$ cat src/rtl/spi_unit_pkg.sv
package spi_unit_pkg;
  typedef enum logic [1:0] {
    A_CTRL = 2'd0,
    A_STAT = 2'd1,
    A_DATA = 2'd2,
    A_DIV  = 2'd3
  } reg_addr_e;

  typedef struct packed {
    logic [3:0] rsvd;
    logic       lsb_first;
    logic       master;
    logic       cpol;
    logic       cpha;
  } ctrl_t;
endpackage

$ cat src/rtl/spi_unit_clkdiv.sv
module spi_unit_clkdiv #(
  parameter int CW      = 8,
  parameter int MIN_DIV = 8
) (
  input  logic          clk,
  input  logic          rst,
  input  logic          run,
  input  logic [CW-1:0] div_val,
  output logic          tick
);
  localparam int HW = CW - 1;
  localparam logic [CW-1:0] MIN_V = CW'(MIN_DIV);

  logic [CW-1:0] eff;
  logic [HW-1:0] half;
  logic [HW-1:0] cnt;

  // odd or too small divisors fall back to the minimum
  always_comb begin
    eff  = (div_val < MIN_V || div_val[0]) ? MIN_V : div_val;
    half = eff[CW-1:1];
    tick = run && (cnt == half - HW'(1));
  end

  always_ff @(posedge clk) begin
    if (rst || !run) cnt <= '0;
    else if (tick)   cnt <= '0;
    else             cnt <= cnt + HW'(1);
  end

  // half period is at least MIN_DIV/2 cycles, so ticks never come back to back
  assert_tick_gap_R6: assert property (@(posedge clk) disable iff (rst)
    tick |=> !tick) else $error("tick gap violated");
endmodule

$ cat src/rtl/spi_unit_engine.sv
module spi_unit_engine
  import spi_unit_pkg::*;
#(
  parameter int DW = 8
) (
  input  logic          clk,
  input  logic          rst,
  input  ctrl_t         cfg,
  input  logic          start,
  input  logic [DW-1:0] wdata,
  input  logic          tick,
  input  logic          sck_i,
  input  logic          ss_n_i,
  input  logic          sdi_i,
  output logic          sck_o,
  output logic          sdo_o,
  output logic          mbusy,
  output logic          sbusy,
  output logic          ss_act,
  output logic          fin,
  output logic          fin_slave,
  output logic          abort,
  output logic [DW-1:0] rx_word
);
  localparam int BW = $clog2(DW + 1);
  localparam int EW = $clog2(2 * DW);

  logic [1:0]    sck_q, ss_q;
  logic          sck_p, sck_lvl;
  logic [DW-1:0] tx, rx, rx_next, tx_next;
  logic [BW-1:0] bits;
  logic [EW-1:0] edg;
  logic          s_edge, lead, ev, samp, shft, m_fin, s_fin;

  always_comb begin
    ss_act  = !ss_q[1];
    s_edge  = !cfg.master && ss_act && (sck_q[1] != sck_p);
    lead    = cfg.master ? !edg[0] : (sck_q[1] != cfg.cpol);
    ev      = cfg.master ? (mbusy && tick) : s_edge;
    samp    = ev && (lead ^ cfg.cpha);
    shft    = ev && !(lead ^ cfg.cpha) && bits != '0 && bits != BW'(DW);
    rx_next = !samp ? rx :
              (cfg.lsb_first ? {sdi_i, rx[DW-1:1]} : {rx[DW-2:0], sdi_i});
    tx_next = cfg.lsb_first ? {1'b0, tx[DW-1:1]} : {tx[DW-2:0], 1'b0};
    m_fin   = mbusy && tick && edg == EW'(2 * DW - 1);
    s_fin   = !cfg.master && samp && bits == BW'(DW - 1);
    fin     = m_fin || s_fin;
    fin_slave = s_fin;
    sbusy   = !cfg.master && bits != '0;
    abort   = !cfg.master && !ss_act && !mbusy && bits != '0;
    rx_word = rx_next;
    sdo_o   = cfg.lsb_first ? tx[0] : tx[DW-1];
    sck_o   = sck_lvl;
  end

  always_ff @(posedge clk) begin
    if (rst) begin
      sck_q <= '0; ss_q <= 2'b11; sck_p <= 1'b0; sck_lvl <= 1'b0;
      tx <= '0; rx <= '0; bits <= '0; edg <= '0; mbusy <= 1'b0;
    end else begin
      sck_q <= {sck_q[0], sck_i};
      ss_q  <= {ss_q[0], ss_n_i};
      sck_p <= sck_q[1];
      if (cfg.master) begin
        if (start) begin
          mbusy <= 1'b1; tx <= wdata; bits <= '0; edg <= '0;
          sck_lvl <= cfg.cpol;
        end else if (mbusy && tick) begin
          sck_lvl <= ~sck_lvl;
          edg     <= edg + EW'(1);
          rx      <= rx_next;
          if (samp) bits <= bits + BW'(1);
          if (shft) tx <= tx_next;
          if (m_fin) begin
            mbusy <= 1'b0; bits <= '0;
          end
        end else if (!mbusy) begin
          sck_lvl <= cfg.cpol;
        end
      end else begin
        mbusy   <= 1'b0;
        sck_lvl <= cfg.cpol;
        if (start)     tx <= wdata;
        else if (shft) tx <= tx_next;
        rx <= rx_next;
        if (!ss_act || mbusy) bits <= '0;
        else if (samp)        bits <= s_fin ? '0 : bits + BW'(1);
      end
    end
  end

  assert_sck_idle_R2: assert property (@(posedge clk) disable iff (rst)
    $fell(mbusy) && cfg.master |-> sck_o == cfg.cpol)
    else $error("serial clock not at idle level after transfer");

  assert_fin_single_R9: assert property (@(posedge clk) disable iff (rst)
    fin |=> !fin) else $error("completion repeated");
endmodule

$ cat src/rtl/spi_unit_regs.sv
module spi_unit_regs
  import spi_unit_pkg::*;
#(
  parameter int DW = 8,
  parameter int CW = 8
) (
  input  logic          clk,
  input  logic          rst,
  input  logic [1:0]    bus_addr,
  input  logic          bus_wr,
  input  logic          bus_rd,
  input  logic [DW-1:0] bus_wdata,
  output logic [DW-1:0] bus_rdata,
  input  logic          mbusy,
  input  logic          sbusy,
  input  logic          ss_act,
  input  logic          fin,
  input  logic          fin_slave,
  input  logic          abort,
  input  logic [DW-1:0] rx_word,
  output ctrl_t         cfg,
  output logic [CW-1:0] div_val,
  output logic          start
);
  logic [DW-1:0] rx_buf;
  logic done_f, wcol_f, ovr_f, mf_f, abt_f;
  logic seen_done, seen_wcol, seen_mf;
  logic is_data, data_wr, data_acc, stat_rd, ctrl_wr, div_wr, blocked, mf_set, ovr_set;

  always_comb begin
    is_data  = bus_addr == A_DATA;
    data_wr  = bus_wr && is_data;
    data_acc = (bus_wr || bus_rd) && is_data;
    stat_rd  = bus_rd && bus_addr == A_STAT;
    ctrl_wr  = bus_wr && bus_addr == A_CTRL;
    div_wr   = bus_wr && bus_addr == A_DIV;
    blocked  = mbusy || sbusy || (done_f && !seen_done);
    start    = data_wr && !blocked;
    mf_set   = cfg.master && ss_act;
    ovr_set  = fin_slave && done_f;
  end

  always_ff @(posedge clk) begin
    if (rst) begin
      cfg <= '0; div_val <= '0; rx_buf <= '0; bus_rdata <= '0;
      done_f <= 1'b0; wcol_f <= 1'b0; ovr_f <= 1'b0; mf_f <= 1'b0; abt_f <= 1'b0;
      seen_done <= 1'b0; seen_wcol <= 1'b0; seen_mf <= 1'b0;
    end else begin
      if (ctrl_wr) cfg <= ctrl_t'({4'b0, bus_wdata[3:0]});
      if (mf_set)  cfg.master <= 1'b0;
      if (div_wr)  div_val <= bus_wdata[CW-1:0];

      if (fin && !ovr_set) rx_buf <= rx_word;

      if (fin)                        done_f <= 1'b1;
      else if (data_acc && seen_done) done_f <= 1'b0;

      if (data_wr && blocked)         wcol_f <= 1'b1;
      else if (data_acc && seen_wcol) wcol_f <= 1'b0;

      if (ovr_set)      ovr_f <= 1'b1;
      else if (stat_rd) ovr_f <= 1'b0;

      if (abort)        abt_f <= 1'b1;
      else if (stat_rd) abt_f <= 1'b0;

      if (mf_set)                  mf_f <= 1'b1;
      else if (ctrl_wr && seen_mf) mf_f <= 1'b0;

      // remember which flags the last status read exposed
      if (stat_rd) begin
        seen_done <= done_f; seen_wcol <= wcol_f;
      end else if (data_acc) begin
        seen_done <= 1'b0; seen_wcol <= 1'b0;
      end
      if (stat_rd)      seen_mf <= mf_f;
      else if (ctrl_wr) seen_mf <= 1'b0;

      if (bus_rd) begin
        case (bus_addr)
          A_CTRL:  bus_rdata <= DW'(cfg);
          A_STAT:  bus_rdata <= DW'({done_f, wcol_f, ovr_f, mf_f, abt_f, 3'b000});
          A_DATA:  bus_rdata <= rx_buf;
          default: bus_rdata <= DW'(div_val);
        endcase
      end
    end
  end

  assert_busy_clash_R3: assert property (@(posedge clk) disable iff (rst)
    data_wr && (mbusy || sbusy) |=> wcol_f) else $error("clash flag missing");

  assert_done_hold_R5: assert property (@(posedge clk) disable iff (rst)
    done_f && !seen_done && !stat_rd |=> done_f) else $error("done cleared out of sequence");

  assert_fault_drop_R8: assert property (@(posedge clk) disable iff (rst)
    mf_set |=> !cfg.master && mf_f) else $error("fault did not leave master mode");

  assert_ovr_keep_R10: assert property (@(posedge clk) disable iff (rst)
    ovr_set |=> $stable(rx_buf) && ovr_f) else $error("overrun overwrote byte");
endmodule

$ cat src/rtl/spi_unit.sv
module spi_unit
  import spi_unit_pkg::*;
#(
  parameter int DW      = 8,
  parameter int CW      = 8,
  parameter int MIN_DIV = 8
) (
  input  logic          clk,
  input  logic          rst,
  input  logic [1:0]    bus_addr,
  input  logic          bus_wr,
  input  logic          bus_rd,
  input  logic [DW-1:0] bus_wdata,
  output logic [DW-1:0] bus_rdata,
  output logic          sck_o,
  input  logic          sck_i,
  input  logic          ss_n_i,
  input  logic          sdi_i,
  output logic          sdo_o
);
  ctrl_t         cfg;
  logic [CW-1:0] div_val;
  logic [DW-1:0] rx_word;
  logic start, tick, mbusy, sbusy, ss_act, fin, fin_slave, abort;

  spi_unit_regs #(.DW(DW), .CW(CW)) u_regs (
    .clk(clk), .rst(rst), .bus_addr(bus_addr), .bus_wr(bus_wr), .bus_rd(bus_rd),
    .bus_wdata(bus_wdata), .bus_rdata(bus_rdata), .mbusy(mbusy), .sbusy(sbusy),
    .ss_act(ss_act), .fin(fin), .fin_slave(fin_slave), .abort(abort),
    .rx_word(rx_word), .cfg(cfg), .div_val(div_val), .start(start)
  );

  spi_unit_clkdiv #(.CW(CW), .MIN_DIV(MIN_DIV)) u_div (
    .clk(clk), .rst(rst), .run(mbusy), .div_val(div_val), .tick(tick)
  );

  spi_unit_engine #(.DW(DW)) u_eng (
    .clk(clk), .rst(rst), .cfg(cfg), .start(start), .wdata(bus_wdata), .tick(tick),
    .sck_i(sck_i), .ss_n_i(ss_n_i), .sdi_i(sdi_i), .sck_o(sck_o), .sdo_o(sdo_o),
    .mbusy(mbusy), .sbusy(sbusy), .ss_act(ss_act), .fin(fin), .fin_slave(fin_slave),
    .abort(abort), .rx_word(rx_word)
  );
endmodule

$ cat config.mk
export PLATFORM = sky130hd
export DESIGN_NAME = spi_unit
export DESIGN_NICKNAME = d
export VERILOG_FILES = /design/src/rtl/spi_unit_pkg.sv /design/src/rtl/spi_unit_clkdiv.sv /design/src/rtl/spi_unit_engine.sv /design/src/rtl/spi_unit_regs.sv /design/src/rtl/spi_unit.sv
export SDC_FILE = /design/constraint.sdc
export NUM_CORES = 1
export LEC_CHECK = 0
export ABC_AREA = 1
export BUFFER_PORTS_ARGS = -buffer_cell sky130_fd_sc_hd__clkbuf_2
export CAP_MARGIN = 20
export CORE_MARGIN = 4
export CORE_UTILIZATION = 54
export CTS_CLUSTER_SIZE = 40
export DETAILED_ROUTE_END_ITERATION = 6
export GPL_ROUTABILITY_DRIVEN = 0
export PLACE_DENSITY_LB_ADDON = 0.25
export SETUP_SLACK_MARGIN = 0.1
export SLEW_MARGIN = 0
export SYNTH_ARGS = -nofsm -noshare
export SYNTH_HDL_FRONTEND = slang
export SYNTH_SLANG_ARGS = --single-unit
$ cat constraint.sdc
create_clock -name clk -period 2.38 [get_ports clk]
set_clock_uncertainty 0.1 [all_clocks]
set_input_delay 0.119 -clock clk [delete_from_list [all_inputs] [get_ports clk]]
set_output_delay 0.119 -clock clk [all_outputs]
set_load 0.1 [all_outputs]
==> impl_metrics.env <==
export IMPL_cts_buffers=9
export IMPL_grt_usage_pct=25.7
export IMPL_hold_path_startpoint="bus_wdata[7]"
export IMPL_synth_distinct_cells=43
export IMPL_fp_dieH_um=93.3
export IMPL_worstPathRequired_ns=2.58
export IMPL_drc=0
export IMPL_crit_top_cell="nand2_2"
export IMPL_yosys_top_cells_area="dfxtp_1, nand2_1, nor2_1"
export IMPL_io_buffers=26
export IMPL_critical_path_class="reg2reg"
export IMPL_post_route_period_util_pct=104
export IMPL_dieArea_sq_mm=0.00870
export IMPL_crit_start="u_regs.div_val[6]$_SDFFE_PP0P_"
export IMPL_synthCells=550
export IMPL_crit_chain="nor2_4, nand3_4, nand3_4, ha_4, nand2_2, inv_1, nand4_1, nand2_2, nand2_2, nand2_2, nand2_4, nor2_8, nand3_4, nand2_8, buf_12, nand4_2, nand3_2, nand2_1, nor2_1"
export IMPL_grt_pass1_wl_mm=17.8
export IMPL_ctsHtreeMaxLevel=3
export IMPL_powerDensity_mw_per_mm2=580
export IMPL_power_w=0.00289
export IMPL_timing_final_ws_setup_ns=-0.0950
export IMPL_ys_ff_latch=74
export IMPL_ir_drop_v=0.000392
export IMPL_synthFlopType="dfxtp_1"
export IMPL_cts_tree="yes"
export IMPL_drv_slew=0
export IMPL_viasPerCell=5.50
export IMPL_cp_start_kind="flip-flop"
export IMPL_grt_overflow=0
export IMPL_cp_max_fo=6
export IMPL_placed_cell_area_sq_mm=0.00440
export IMPL_synth_top_area_share_pct=37.7
export IMPL_syn_nets=572
export IMPL_setup_viol=14
export IMPL_wl_mm=10.6
export IMPL_cts_sink_count=74
export IMPL_die_x_um=93.3
export IMPL_fin_util_pct=71.8
export IMPL_clock_latency_ns=0.35
export IMPL_violations="negative setup slack"
export IMPL_grt_max_degree=31
export IMPL_vias=3955
export IMPL_antennaDiodeCount=0
export IMPL_rrSetupSlack_ns=-0.1
export IMPL_core_area_sq_mm=0.00694
export IMPL_max_cap_violations=0
export IMPL_ant_nets=0
export IMPL_synth_edf_count=0
export IMPL_detailed_place_hpwl_mm=7.21
export IMPL_worst_pin_slew_ns=0.842
export IMPL_whs_ns=0.0165
export IMPL_rsz0062_at_grt="yes"
export IMPL_fin_crit_ns=2.48
export IMPL_cp_arrival_ns=2.68
export IMPL_start_util_pct=56.5
export IMPL_design_area_sq_mm=0.00499
export IMPL_yosysWarnings=0
export IMPL_hp_class="in2reg"
export IMPL_num_rows=30
export IMPL_syn_to_final_growth_pct=27.0
export IMPL_async_flop_share_pct=0
export IMPL_antenna_found_initial=0
export IMPL_clk_path_buf_depth=2
export IMPL_ios=27
export IMPL_dr_pass1_iters=5
export IMPL_finalHoldViolCount=0
export IMPL_postSynthAreaPerCell_sq_um=7.14
export IMPL_leakage_nw=1.98
export IMPL_crit_end="u_regs.rx_buf[3]$_SDFFE_PP0P_"
export IMPL_finalNetCount=640
export IMPL_timing_fmax_ghz=0.404
export IMPL_first_iter_violations=354
export IMPL_r2r_end="u_regs.rx_buf[3]$_SDFFE_PP0P_"
export IMPL_clk_pin_slew_worst_paths_ns=0.09
export IMPL_rr_worst_depth=19
export IMPL_cpMaxStageDelayCell="dfxtp_2"
export IMPL_drive_gt1_share_pct=29.2
export IMPL_grt_pass1_vias=3721
export IMPL_critPathCaptureType="flip-flop"
export IMPL_synth_top_area_cell="dfxtp_1"
export IMPL_pre_cts_slack_ns=-0.0905
export IMPL_r2r_start="u_regs.div_val[6]$_SDFFE_PP0P_"
export IMPL_wl_per_cell_um=14.7
export IMPL_root_buffer="clkbuf_8"
export IMPL_ys_seq_area_share_pct=37.7
export IMPL_max_stage_delay_ns=0.34
export IMPL_slew_headroom_pct=43.4
export IMPL_status="finished, violations left"
export IMPL_synth_area_sq_mm=0.00393
-- cell usage after synthesis (2+ instances only) --
master	number
xor2_1	5
nor3b_1	2
inv_2	3
nor3_1	6
inv_1	54
nand2_4	3
clkinv_1	2
nand2_1	109
nand4_1	8
a31oi_1	2
o21ai_1	2
clkbuf_1	14
or2_2	3
nor2_2	2
nor2_1	66
nor3_2	2
nand3_1	48
o211ai_1	5
ha_1	5
xnor2_1	3
dfxtp_1	74
nand2_2	19
a41oi_1	7
nand3_4	5
nor2_4	4
o21ai_0	42
nand3b_1	2
a21oi_1	38
-- worst max-delay path, delay by kind of cell (launching register included) --
kind	cells	cell delay [ns]
fa+ha+maj	1	0.16
buf+inv	2	0.20
flops	1	0.34
simple gates	16	1.63
-- final cells by class --
type	count	area, sq um
Multi-Input combinational cell	400	2380
Fill cell	541	1960
Sequential cell	74	1490
Timing Repair Buffer	74	572
Inverter	59	224
Clock buffer	9	124
Tap cell	96	120
Clock inverter	7	82.6
-- report_power, final --
part	internal, W	switching (W)
combinational	0.000180	0.000364
sequential	0.00128	0.0000302
clock	0.000503	0.000538
total	0.00196	0.000933
-- per-layer routing --
metal | GRT usage (%) | up-vias | wire length (um)
li1 | - | 1961 | -
met3 | 4.10 | 24 | 664
met2 | 39.7 | 160 | 4910
met4 | 11.2 | 0 | 261
met5 | 0 | - | 0
met1 | 35.3 | 1810 | 4750
-- through the flow --
step	setup TNS (ns)	instances
2_1_floorplan	0	550
3_3_place_gp	-0.0588	681
3_5_place_dp	-1.04	681
4_1_cts	-0.367	718
5_1_grt	-6.10	719
6_report	-0.843	719
-- cells by family after synthesis --
group | synth area share, %
AND/OR/NAND/NOR | 35.6
AO/OA/AOI/OAI | 14.1
buffers and inverters | 8.64
flip-flops | 37.7
XOR/XNOR | 1.78
adder cells (fa/ha/maj) | 1.59
multiplexers | 0.542
-- state kept, by name (all words and copies together) (netlist names), 2 cells and up --
register and cells:
u_div.cnt 7, u_eng.bits 4, u_eng.edg 4, u_eng.rx 8, u_eng.sck_q 2, u_eng.ss_q 2, u_eng.tx 8, u_regs.bus_rdata 8
u_regs.cfg 4, u_regs.div_val 8, u_regs.rx_buf 8
-- cells in the final DEF, fill, tap and decap left out, types with 9 or more instances in the layout --
cell / netlist / routed
inv_1: 54 / 48
nand3_2: 0 / 14
nand3_1: 48 / 34
dfxtp_1: 74 / 69
nand2_1: 109 / 94
a21oi_1: 38 / 34
clkbuf_8: 1 / 9
buf_4: 1 / 32
clkbuf_2: 0 / 26
o21ai_0: 42 / 38
nor2_1: 66 / 60
nand2_2: 19 / 28
dlygate4sd3_1: 0 / 10
-- how the worst min path moves through the flow --
stage                                                 to  slack [ns]  cells after the start
final                     u_regs.div_val[7]$_SDFFE_PP0P_        0.02                      3
after global routing            u_eng.tx[4]$_SDFFE_PP0P_        0.03                      3
after CTS                 u_regs.div_val[7]$_SDFFE_PP0P_       0.006                      3
after detailed placement       u_eng.sck_q[0]$_SDFF_PP0_        0.22                      3
after global placement          u_eng.ss_q[0]$_SDFF_PP1_        0.20                      2
after floorplan                 u_eng.ss_q[0]$_SDFF_PP1_        0.12                      1
-- repair_timing --
item	in CTS	in global routing
setup buffers	7	1
hold endpoints to repair	11	0
pin swaps	29	9
endpoints found under the setup margin	41	43
cloned	4	0
gates resized for setup	39	10
hold buffers	10	0
No activity file was read; power rests on OpenSTA's default activity.
